===== src/rtl/pciwin_pkg.sv =====
package pciwin_pkg;

  localparam int FIELD_W = 8;
  localparam int CTL_W   = 4;

  typedef struct packed {
    logic [FIELD_W-1:0] base;
    logic [FIELD_W-1:0] mask;
    logic [FIELD_W-1:0] xlat;
  } win_t;

  typedef struct packed {
    logic       io;
    logic [1:0] rd_kind;
    logic       en;
  } ctl_t;

  typedef enum logic [3:0] {
    CMD_IO_RD   = 4'b0010,
    CMD_IO_WR   = 4'b0011,
    CMD_MEM_RD  = 4'b0110,
    CMD_MEM_WR  = 4'b0111,
    CMD_MEM_RDM = 4'b1100,
    CMD_MEM_RDL = 4'b1110
  } pci_cmd_e;

endpackage


===== src/rtl/pciwin_regs.sv =====
module pciwin_regs
  import pciwin_pkg::*;
#(
  parameter int NWIN   = 3,
  parameter int DATA_W = 32,
  parameter int RA_W   = 2
) (
  input  logic                   clk,
  input  logic                   rst,
  input  logic                   reg_wr,
  input  logic [RA_W-1:0]        reg_addr,
  input  logic [DATA_W-1:0]      reg_wdata,
  output logic [DATA_W-1:0]      reg_rdata,
  output win_t [NWIN-1:0]        win_o,
  output ctl_t [NWIN-1:0]        ctl_o
);

  localparam int WIN_BITS = 3 * FIELD_W;
  localparam int WIN_LSB  = DATA_W - WIN_BITS;
  localparam logic [RA_W-1:0] CFG_SEL = RA_W'(NWIN);

  function automatic logic [DATA_W-1:0] cfg_keep_mask();
    logic [DATA_W-1:0] m;
    m = '0;
    for (int i = 0; i < NWIN; i++)
      m[DATA_W - FIELD_W*(i+1) +: CTL_W] = '1;
    return m;
  endfunction

  localparam logic [DATA_W-1:0] CFG_KEEP = cfg_keep_mask();

  logic cfg_we;
  assign cfg_we = reg_wr && (reg_addr == CFG_SEL);

  for (genvar g = 0; g < NWIN; g++) begin : g_win
    win_t win_r;
    ctl_t ctl_r;

    always_ff @(posedge clk) begin
      if (rst)
        win_r <= '0;
      else if (reg_wr && reg_addr == RA_W'(g))
        win_r <= reg_wdata[DATA_W-1 -: WIN_BITS];
    end

    always_ff @(posedge clk) begin
      if (rst)
        ctl_r <= '0;
      else if (cfg_we)
        ctl_r <= reg_wdata[DATA_W - FIELD_W*(g+1) +: CTL_W];
    end

    assign win_o[g] = win_r;
    assign ctl_o[g] = ctl_r;
  end

  logic [DATA_W-1:0] cfg_view;
  always_comb begin
    cfg_view = '0;
    for (int i = 0; i < NWIN; i++)
      cfg_view[DATA_W - FIELD_W*(i+1) +: CTL_W] = ctl_o[i];
  end

  logic [DATA_W-1:0] rd_next;
  always_comb begin
    rd_next = '0;
    for (int i = 0; i < NWIN; i++)
      if (reg_addr == RA_W'(i))
        rd_next = {win_o[i], {WIN_LSB{1'b0}}};
    if (reg_addr == CFG_SEL)
      rd_next = cfg_view;
  end

  always_ff @(posedge clk) begin
    if (rst) reg_rdata <= '0;
    else     reg_rdata <= rd_next;
  end

  p_cfg_reserved_r3: assert property (@(posedge clk) disable iff (rst)
    (!$past(rst) && $past(reg_addr) == CFG_SEL) |-> ((reg_rdata & ~CFG_KEEP) == '0));

  p_win_low_zero_r2: assert property (@(posedge clk) disable iff (rst)
    (!$past(rst) && $past(reg_addr) < CFG_SEL) |-> (reg_rdata[WIN_LSB-1:0] == '0));

endmodule


===== src/rtl/pciwin_match.sv =====
module pciwin_match
  import pciwin_pkg::*;
#(
  parameter int NWIN   = 3,
  parameter int ADDR_W = 32,
  parameter int IDX_W  = 2
) (
  input  win_t [NWIN-1:0]   win_i,
  input  ctl_t [NWIN-1:0]   ctl_i,
  input  logic [ADDR_W-1:0] addr_i,
  output logic [NWIN-1:0]   grant_o,
  output logic              hit_o,
  output logic [IDX_W-1:0]  idx_o,
  output ctl_t              ctl_o,
  output logic [ADDR_W-1:0] addr_o
);

  localparam int LOW_W = ADDR_W - FIELD_W;

  logic [FIELD_W-1:0] upper;
  logic [NWIN-1:0]    match;
  win_t               sel_win;

  assign upper = addr_i[ADDR_W-1 -: FIELD_W];

  for (genvar g = 0; g < NWIN; g++) begin : g_cmp
    assign match[g] = ctl_i[g].en &&
                      (((upper ^ win_i[g].base) & ~win_i[g].mask) == '0);
  end

  always_comb begin
    grant_o = '0;
    idx_o   = '0;
    sel_win = '0;
    ctl_o   = '0;
    for (int i = NWIN-1; i >= 0; i--) begin
      if (match[i]) begin
        grant_o = '0;
        grant_o[i] = 1'b1;
        idx_o   = IDX_W'(i);
        sel_win = win_i[i];
        ctl_o   = ctl_i[i];
      end
    end
  end

  assign hit_o  = |match;
  assign addr_o = {(sel_win.xlat & ~sel_win.mask) | (upper & sel_win.mask),
                   addr_i[LOW_W-1:0]};

endmodule


===== src/rtl/pciwin_cmd.sv =====
module pciwin_cmd
  import pciwin_pkg::*;
(
  input  ctl_t       ctl_i,
  input  logic       wr_i,
  output logic [3:0] cmd_o
);

  always_comb begin
    if (ctl_i.io) begin
      cmd_o = wr_i ? CMD_IO_WR : CMD_IO_RD;
    end else if (wr_i) begin
      cmd_o = CMD_MEM_WR;
    end else begin
      unique case (ctl_i.rd_kind)
        2'b01:   cmd_o = CMD_MEM_RDL;
        2'b10:   cmd_o = CMD_MEM_RDM;
        default: cmd_o = CMD_MEM_RD;
      endcase
    end
  end

endmodule


===== src/rtl/pciwin_decoder.sv =====
module pciwin_decoder
  import pciwin_pkg::*;
#(
  parameter int NWIN   = 3,
  parameter int ADDR_W = 32,
  parameter int DATA_W = 32,
  parameter int RA_W   = $clog2(NWIN + 1),
  parameter int IDX_W  = $clog2(NWIN)
) (
  input  logic              clk,
  input  logic              rst,
  input  logic              reg_wr,
  input  logic [RA_W-1:0]   reg_addr,
  input  logic [DATA_W-1:0] reg_wdata,
  output logic [DATA_W-1:0] reg_rdata,
  input  logic              acc_valid,
  input  logic              acc_write,
  input  logic [ADDR_W-1:0] acc_addr,
  output logic              pci_valid,
  output logic [ADDR_W-1:0] pci_addr,
  output logic [3:0]        pci_cmd,
  output logic [IDX_W-1:0]  pci_win,
  output logic              no_hit
);

  localparam int LOW_W = ADDR_W - FIELD_W;

  win_t [NWIN-1:0]   win;
  ctl_t [NWIN-1:0]   ctl;
  logic [NWIN-1:0]   grant;
  logic              hit;
  logic [IDX_W-1:0]  idx;
  ctl_t              sel_ctl;
  logic [ADDR_W-1:0] xaddr;
  logic [3:0]        cmd;

  pciwin_regs #(.NWIN(NWIN), .DATA_W(DATA_W), .RA_W(RA_W)) u_regs (
    .clk(clk), .rst(rst), .reg_wr(reg_wr), .reg_addr(reg_addr),
    .reg_wdata(reg_wdata), .reg_rdata(reg_rdata), .win_o(win), .ctl_o(ctl)
  );

  pciwin_match #(.NWIN(NWIN), .ADDR_W(ADDR_W), .IDX_W(IDX_W)) u_match (
    .win_i(win), .ctl_i(ctl), .addr_i(acc_addr), .grant_o(grant),
    .hit_o(hit), .idx_o(idx), .ctl_o(sel_ctl), .addr_o(xaddr)
  );

  pciwin_cmd u_cmd (.ctl_i(sel_ctl), .wr_i(acc_write), .cmd_o(cmd));

  always_ff @(posedge clk) begin
    if (rst) begin
      pci_valid <= 1'b0;
      no_hit    <= 1'b0;
      pci_addr  <= '0;
      pci_cmd   <= '0;
      pci_win   <= '0;
    end else begin
      pci_valid <= acc_valid && hit;
      no_hit    <= acc_valid && !hit;
      if (acc_valid && hit) begin
        pci_addr <= xaddr;
        pci_cmd  <= cmd;
        pci_win  <= idx;
      end
    end
  end

  p_grant_onehot_r6: assert property (@(posedge clk) disable iff (rst)
    $onehot0(grant));

  p_flags_exclusive_r7: assert property (@(posedge clk) disable iff (rst)
    !(pci_valid && no_hit));

  p_result_needs_access_r11: assert property (@(posedge clk) disable iff (rst)
    (pci_valid || no_hit) |-> $past(acc_valid));

  p_never_mwi_r9: assert property (@(posedge clk) disable iff (rst)
    pci_valid |-> (pci_cmd != 4'b1111));

  p_direction_r9: assert property (@(posedge clk) disable iff (rst)
    pci_valid |-> (pci_cmd[0] == $past(acc_write)));

  p_low_passthru_r5: assert property (@(posedge clk) disable iff (rst)
    pci_valid |-> (pci_addr[LOW_W-1:0] == $past(acc_addr[LOW_W-1:0])));

endmodule


===== config.mk =====
export PLATFORM = sky130hd
export DESIGN_NAME = pciwin_decoder
export DESIGN_NICKNAME = d
export VERILOG_FILES = /design/src/rtl/pciwin_pkg.sv /design/src/rtl/pciwin_regs.sv /design/src/rtl/pciwin_match.sv /design/src/rtl/pciwin_cmd.sv /design/src/rtl/pciwin_decoder.sv
export SDC_FILE = /design/constraint.sdc
export NUM_CORES = 1
export LEC_CHECK = 0
export ABC_AREA = 1
export CORE_UTILIZATION = 46
export CTS_CLUSTER_SIZE = 20
export DETAILED_ROUTE_END_ITERATION = 8
export HOLD_SLACK_MARGIN = 0.1
export PLACE_DENSITY_LB_ADDON = 0.15
export SLEW_MARGIN = 20
export SYNTH_ARGS = -nofsm -noshare
export SYNTH_HDL_FRONTEND = slang
export SYNTH_SLANG_ARGS = --single-unit

===== constraint.sdc =====
create_clock -name clk -period 2.04 [get_ports clk]
set_input_delay 0.51 -clock clk [delete_from_list [all_inputs] [get_ports clk]]
set_output_delay 0.51 -clock clk [all_outputs]
set_load 0.02 [all_outputs]

; ---- After elaboration in Yosys (flattened, before gate mapping)
; Cells that the tools add are included.
[word_totals]
reg_bits = 156
latch_bits = 0
ram_bits = 0
rom_bits = 0
input_bits = 71
output_inout_bits = 72
word_cells = 78
mem_count = 0
[op_classes]
n_addsub = 0
multipliers = 0
div = 0
n_lt_le_gt_ge = 0
eq_ne = 5
shift = 0
mux = 17
n_bitwise = 13
reduce_logical = 17
[op_table]
columns = op, n
row1 = two-way mux 32 bit, 3
row2 = two-way mux 16 bit, 3
row3 = bitwise AND 8 bit, 5
row4 = NOT 8 bit, 4
row5 = two-way mux 28 bit, 1
row6 = zero test 8 bit, 3
row7 = bitwise XOR 8 bit, 3
row8 = two-way mux 4 bit, 5
row9 = logical AND 1 bit, 9
row10 = OR 8 bit, 1
row11 = case mux 4 bit (2 select lines), 1
row12 = == test 2 bit (second input constant), 3
row13 = two-way mux 2 bit, 3
row14 = == test 2 x 1 -> 1 bit (second input constant), 2
row15 = OR reduction 4 bit, 1
row16 = OR reduction 3 bit, 1
row17 = zero test 2 bit, 1
row18 = OR reduction 2 bit, 1
row19 = zero test 1 bit, 1
row20 = two-way mux 1 bit, 1

; ---- Logic depth before layout (Yosys ltp)
[depth]
word_depth = 11
ltp_mapped = 16
mapped_depth_nobuf = 15

; ---- Hierarchy
; Synthesis repeated with hierarchy kept, for this count alone.
[hier_totals]
hier_cells = 1219
area_unflattened_um2 = 7912.6
[by_module_without_submodules]
columns = module, n_inst, cells_each, area_each_um2, seq_area_each_um2
row1 = pciwin_regs, 1, 638, 4645.7, 2162.1
row2 = pciwin_decoder, 1, 247, 1619.1, 800.8
row3 = pciwin_match, 1, 326, 1599.0, 0.0
row4 = pciwin_cmd, 1, 8, 48.8, 0.0

; ---- Worst setup path after synthesis
; Ideal clock, no wire load.
[synth_timing]
path_type = input-to-reg
start = input port acc_addr[28]
end = register pci_cmd[3]
setup_ps = 70
arrival_time_ps = 2015
required_time_ps = 1970
slack_ps = -45
stages = 15
n_path_buf = 1
cell_sequence = or2_0 nand2_1 nand2_1 inv_1 nand3_2 inv_2 buf_4 nor2_1 inv_1 o22ai_1 a21oi_1 ha_1 nor2_1 nand3_1 a21oi_1
[synth_between]
elab_chain_len = 11
elab_cells_between_ends = 22
classes_between = eq/ne: 2 / mux: 6 / bitwise: 6 / reduce/logical: 8
[synth_lines]
columns = item, line
row1 = start: declaration, pciwin_decoder.sv:18  ; input logic [ADDR_W-1:0] acc_addr,
row2 = bitwise XOR 8 bit, pciwin_match.sv:28  ; (((upper ^ win_i[g].base) & ~win_i[g].mask) == '0);
row3 = bitwise AND 8 bit, pciwin_match.sv:28
row4 = zero test 8 bit, pciwin_match.sv:28
row5 = logical AND 1 bit, pciwin_match.sv:27  ; assign match[g] = ctl_i[g].en &&
row6 = two-way mux 4 bit (3 in series), pciwin_match.sv:37  ; if (match[i]) begin
row7 = == test 2 bit or == test 2 x 1 -> 1 bit (tied branches), pciwin_cmd.sv:15  ; unique case (ctl_i.rd_kind)
row8 = case mux 4 bit (2 select lines), pciwin_cmd.sv:15
row9 = two-way mux 4 bit, pciwin_cmd.sv:12  ; end else if (wr_i) begin
row10 = two-way mux 4 bit, pciwin_cmd.sv:10  ; if (ctl_i.io) begin
row11 = end signal: assignment, pciwin_decoder.sv:61  ; pci_cmd <= cmd;
row12 = end: declaration, pciwin_decoder.sv:21  ; output logic [3:0] pci_cmd,
; Parallel ways exist; a longest one is shown, timed or not.
; A chain may end at the register's enable or synchronous reset.

; ---- Final worst setup path
[layout_timing]
start = register u_regs.g_win[0].win_r, in the netlist u_regs.win_o[20]
end = register pci_cmd[3]
[layout_between]
elab_chain_len = 9
elab_cells_between_ends = 12
classes_between = eq/ne: 2 / mux: 4 / bitwise: 2 / reduce/logical: 4
[layout_lines]
columns = item, line
row1 = start: declaration, pciwin_regs.sv:36  ; win_t win_r;
row2 = start signal: assignment, pciwin_regs.sv:43  ; win_r <= reg_wdata[DATA_W-1 -: WIN_BITS];
row3 = bitwise XOR 8 bit (*), pciwin_match.sv:28
row4 = bitwise AND 8 bit (*), pciwin_match.sv:28
row5 = zero test 8 bit (*), pciwin_match.sv:28
row6 = logical AND 1 bit (*), pciwin_match.sv:27
row7 = two-way mux 4 bit, pciwin_match.sv:37
row8 = == test 2 bit or == test 2 x 1 -> 1 bit (tied branches), pciwin_cmd.sv:15
row9 = case mux 4 bit (2 select lines), pciwin_cmd.sv:15
row10 = two-way mux 4 bit, pciwin_cmd.sv:12
row11 = two-way mux 4 bit, pciwin_cmd.sv:10
; Mark *: on every way between the ends. The rest lies on a longest branch, timed or not.

==> flow_summary_export.csv <==
group,metric,value,unit
yosys,yosysUniqueCellTypes,30,
worst_setup_path,cp.required,2.39,ns
placed_design,dpl.hpwl,14.17,mm
cts,numCtsBuffers,17,
detailed_routing,wire_per_inst,15.29,um
job,maxCapViolCount,0,
min_path,hold_depth,2,
yosys,synthAdderAreaFrac,0.1873,%
yosys,post_synth.cell_area_avg,6.979,um^2
cts,clock_path_buffers,2,
global_route,grt_pass1_wl,31.43,mm
cts,htreeDepth,4,
sta,fmax,0.5042,GHz
cts,clkSinkCount,148,
global_route,grt_overflow_total,0,
worst_setup_path,rr_worst_depth,12,
worst_setup_path,cp-start-kind,"register",
yosys,synth_top_family_by_area,"simple AND/OR/NAND/NOR gates",
yosys,ys_warn_count,0,
yosys,synth_cells,957,
detailed_routing,drc,0,
global_route,grt_pass1_vias,6284,
finish,layout.area.seq,0.002973,mm^2
worst_setup_path,slowest_delay,0.34,ns
die,die_h,122.5,um
worst_setup_path,path_class,"register to register",
sta,rsz0062_at_grt,"true",
yosys,netlist_area,0.006679,mm^2
die,start_util,47.56,%
finish,final_common_cell,"nand2_1",
yosys,synthMuxAreaShare,0,%
finish,final_core_util,67.08,%
die,rows,43,
worst_setup_path,cp_max_fo,6,
power,total_power,7.052,mW
sta,min_period,1.984,ns
die,die_w,122.5,um
die,ioPinCount,143,
worst_setup_path,cpMaxStageDelayCell,"dfxtp_2",
sta,fin_skew,0.008828,ns
cts,clk_latency,0.42,ns
sta,setup_tns,0,ns
detailed_routing,drtAntennaViolNets,0,
cts,root_buffer,"clkbuf_16",
global_route,grt_use_total,27.59,%
yosys,ys_ff_latch,148,
cts,cts_tree,"yes",
global_route,grt_max_degree,46,
power,p_leak,4.076,nW
die,dieArea,0.01501,mm^2
finish,multi_input_area,0.003142,mm^2
finish,area_growth,41.03,%
run_status,outcome,"complete, no violations",
worst_setup_path,cp.arrival,2.34,ns
sta,timing.hold.ws,0.4611,ns
detailed_routing,viasPerCell,5.184,
finish,layout_common_cells,"nand2_1 (181), dfxtp_1 (140), clkdlybuf4s50_1 (118)",
sta,setup_viol,0,
worst_setup_path,crit_chain,"or2_0 -> nand2_1 -> nand2_2 -> inv_2 -> nand3_4 -> buf_4 -> o22ai_4 -> a21oi_2 -> ha_1 -> nor2_1 -> nand3_1 -> a21oi_1",
placed_design,pre_cts_ws,-0.7783,ns
sta,maxSlewViolCount,0,
die,core,0.01404,mm^2
yosys,synth_compound_area_share,19.26,%
sta,fin_ws,0.05650,ns
finish,antenna-diode-count,0,
detailed_routing,drt_iter0_drc,417,
min_path,hold_path_class,"register to register",
power,p_per_area,748.7,mW/mm^2
detailed_routing,vias,6895,
placed_design,gp_congestion,0.9250,
cts,cts-hold-fix-buffers,0,
yosys,synth_xor_area_share,0,%
worst_setup_path,worstSetupEndpointType,"register",
sta,hold_viol,0,
yosys,synth-simple-area-share,24.80,%
finish,layout.nets,1210,
power,peakVddDrop,0.6418,mV
finish,drive_above_1_share,17.39,%
placed_design,io_buffer_count,126,
global_route,antenna_found_initial,0,
detailed_routing,dr.pass1.iters,6,
yosys,synth-seq-area-share,44.36,%
cts,clk_pin_slew,0.06,ns
sta,fin_crit_sh,97.23,%
detailed_routing,wl,20.33,mm
finish,num-fill-cells,1219,
## through the flow
step | instance area (um^2) | std cells
final | 9419 | 1330
after global routing | 9419 | 1330
after CTS | 9250 | 1324
after detailed placement | 8587 | 1287
after global placement | 8587 | 1287
after floorplan | 6711 | 964
## timing repair
item / 4_1_cts / 5_1_grt
gates resized for setup: 15 / 72
hold endpoints to repair: 0 / 0
pin swaps: 5 / 24
gates cloned: 0 / 0
setup buffers: 6 / 6
setup endpoints to repair: 39 / 26
## critical path, delay by kind of cell, from the launching register on
family	cells	cell delay [ns]
flip-flops	1	0.34
adder cells (fa/ha/maj)	1	0.29
AND/OR/NAND/NOR	6	0.71
AO/OA/AOI/OAI	3	0.33
buffers and inverters	2	0.24
## cells in the mapped netlist (all sizes together)
cell,n,area (um^2)
nand2,195,749.5
dfxtp,148,2963
nor2,129,523.0
inv,118,442.9
o21ai,115,575.6
a21oi,96,491.7
nand3,65,350.3
clkbuf,32,120.1
buf,22,182.7
o22ai,14,87.58
o221ai,11,96.34
o2111ai,4,35.03
clkinv,3,11.26
nand3b,2,27.53
conb,1,3.750
ha,1,12.51
or2,1,6.260
## sequential cells by signal (all words and copies together) (netlist names)
signal and cells:
u_regs.win_o 72, no_hit 1, pci_addr 32, u_regs.reg_rdata 24, u_regs.ctl_o 12, pci_cmd 4, pci_win 2, pci_valid 1
## path summary, 6_finish.rpt
path	from	endpoint	slack, ns
max	u_regs.win_o[20]	pci_cmd[3]	0.06
min	pci_addr[24]	pci_addr[24]	0.46
max reg2reg	u_regs.win_o[20]	pci_cmd[3]	0.06
min reg2reg	pci_addr[24]	pci_addr[24]	0.46
## routing by layer
metal / wire length (um) / GRT usage, % / share of wire [%] / vias up
met4: 600 / 12.27 / 3.0 / 0
met2: 9307 / 44.14 / 46 / 276
li1: - / - / - / 3446
met3: 1631 / 6.877 / 8.0 / 44
met5: 0 / 0 / 0 / -
met1: 8791 / 35.00 / 43 / 3129
## kinds of logic (layout without fill, tap and decap cells)
family / after synthesis / count (layout)
other: 1 / 8
adder cells (fa/ha/maj): 1 / 1
AND/OR/NAND/NOR: 392 / 392
flip-flops: 148 / 148
buffers and inverters: 175 / 361
AO/OA/AOI/OAI: 240 / 240
## power by group
group / internal, mW / switching (mW)
logic: 0.343 / 0.459
clock network: 2.01 / 1.19
registers: 2.99 / 0.0569
total: 5.35 / 1.70
## final cells by class
type | count | area share, %
clock buffer | 23 | 5.074
clock inverter | 8 | 1.315
inverter | 121 | 4.849
multi-input combinational | 641 | 33.36
sequential | 148 | 31.56
tap | 180 | 2.391
timing repair buffer | 209 | 21.45
Power figures use the tool's default switching activity.
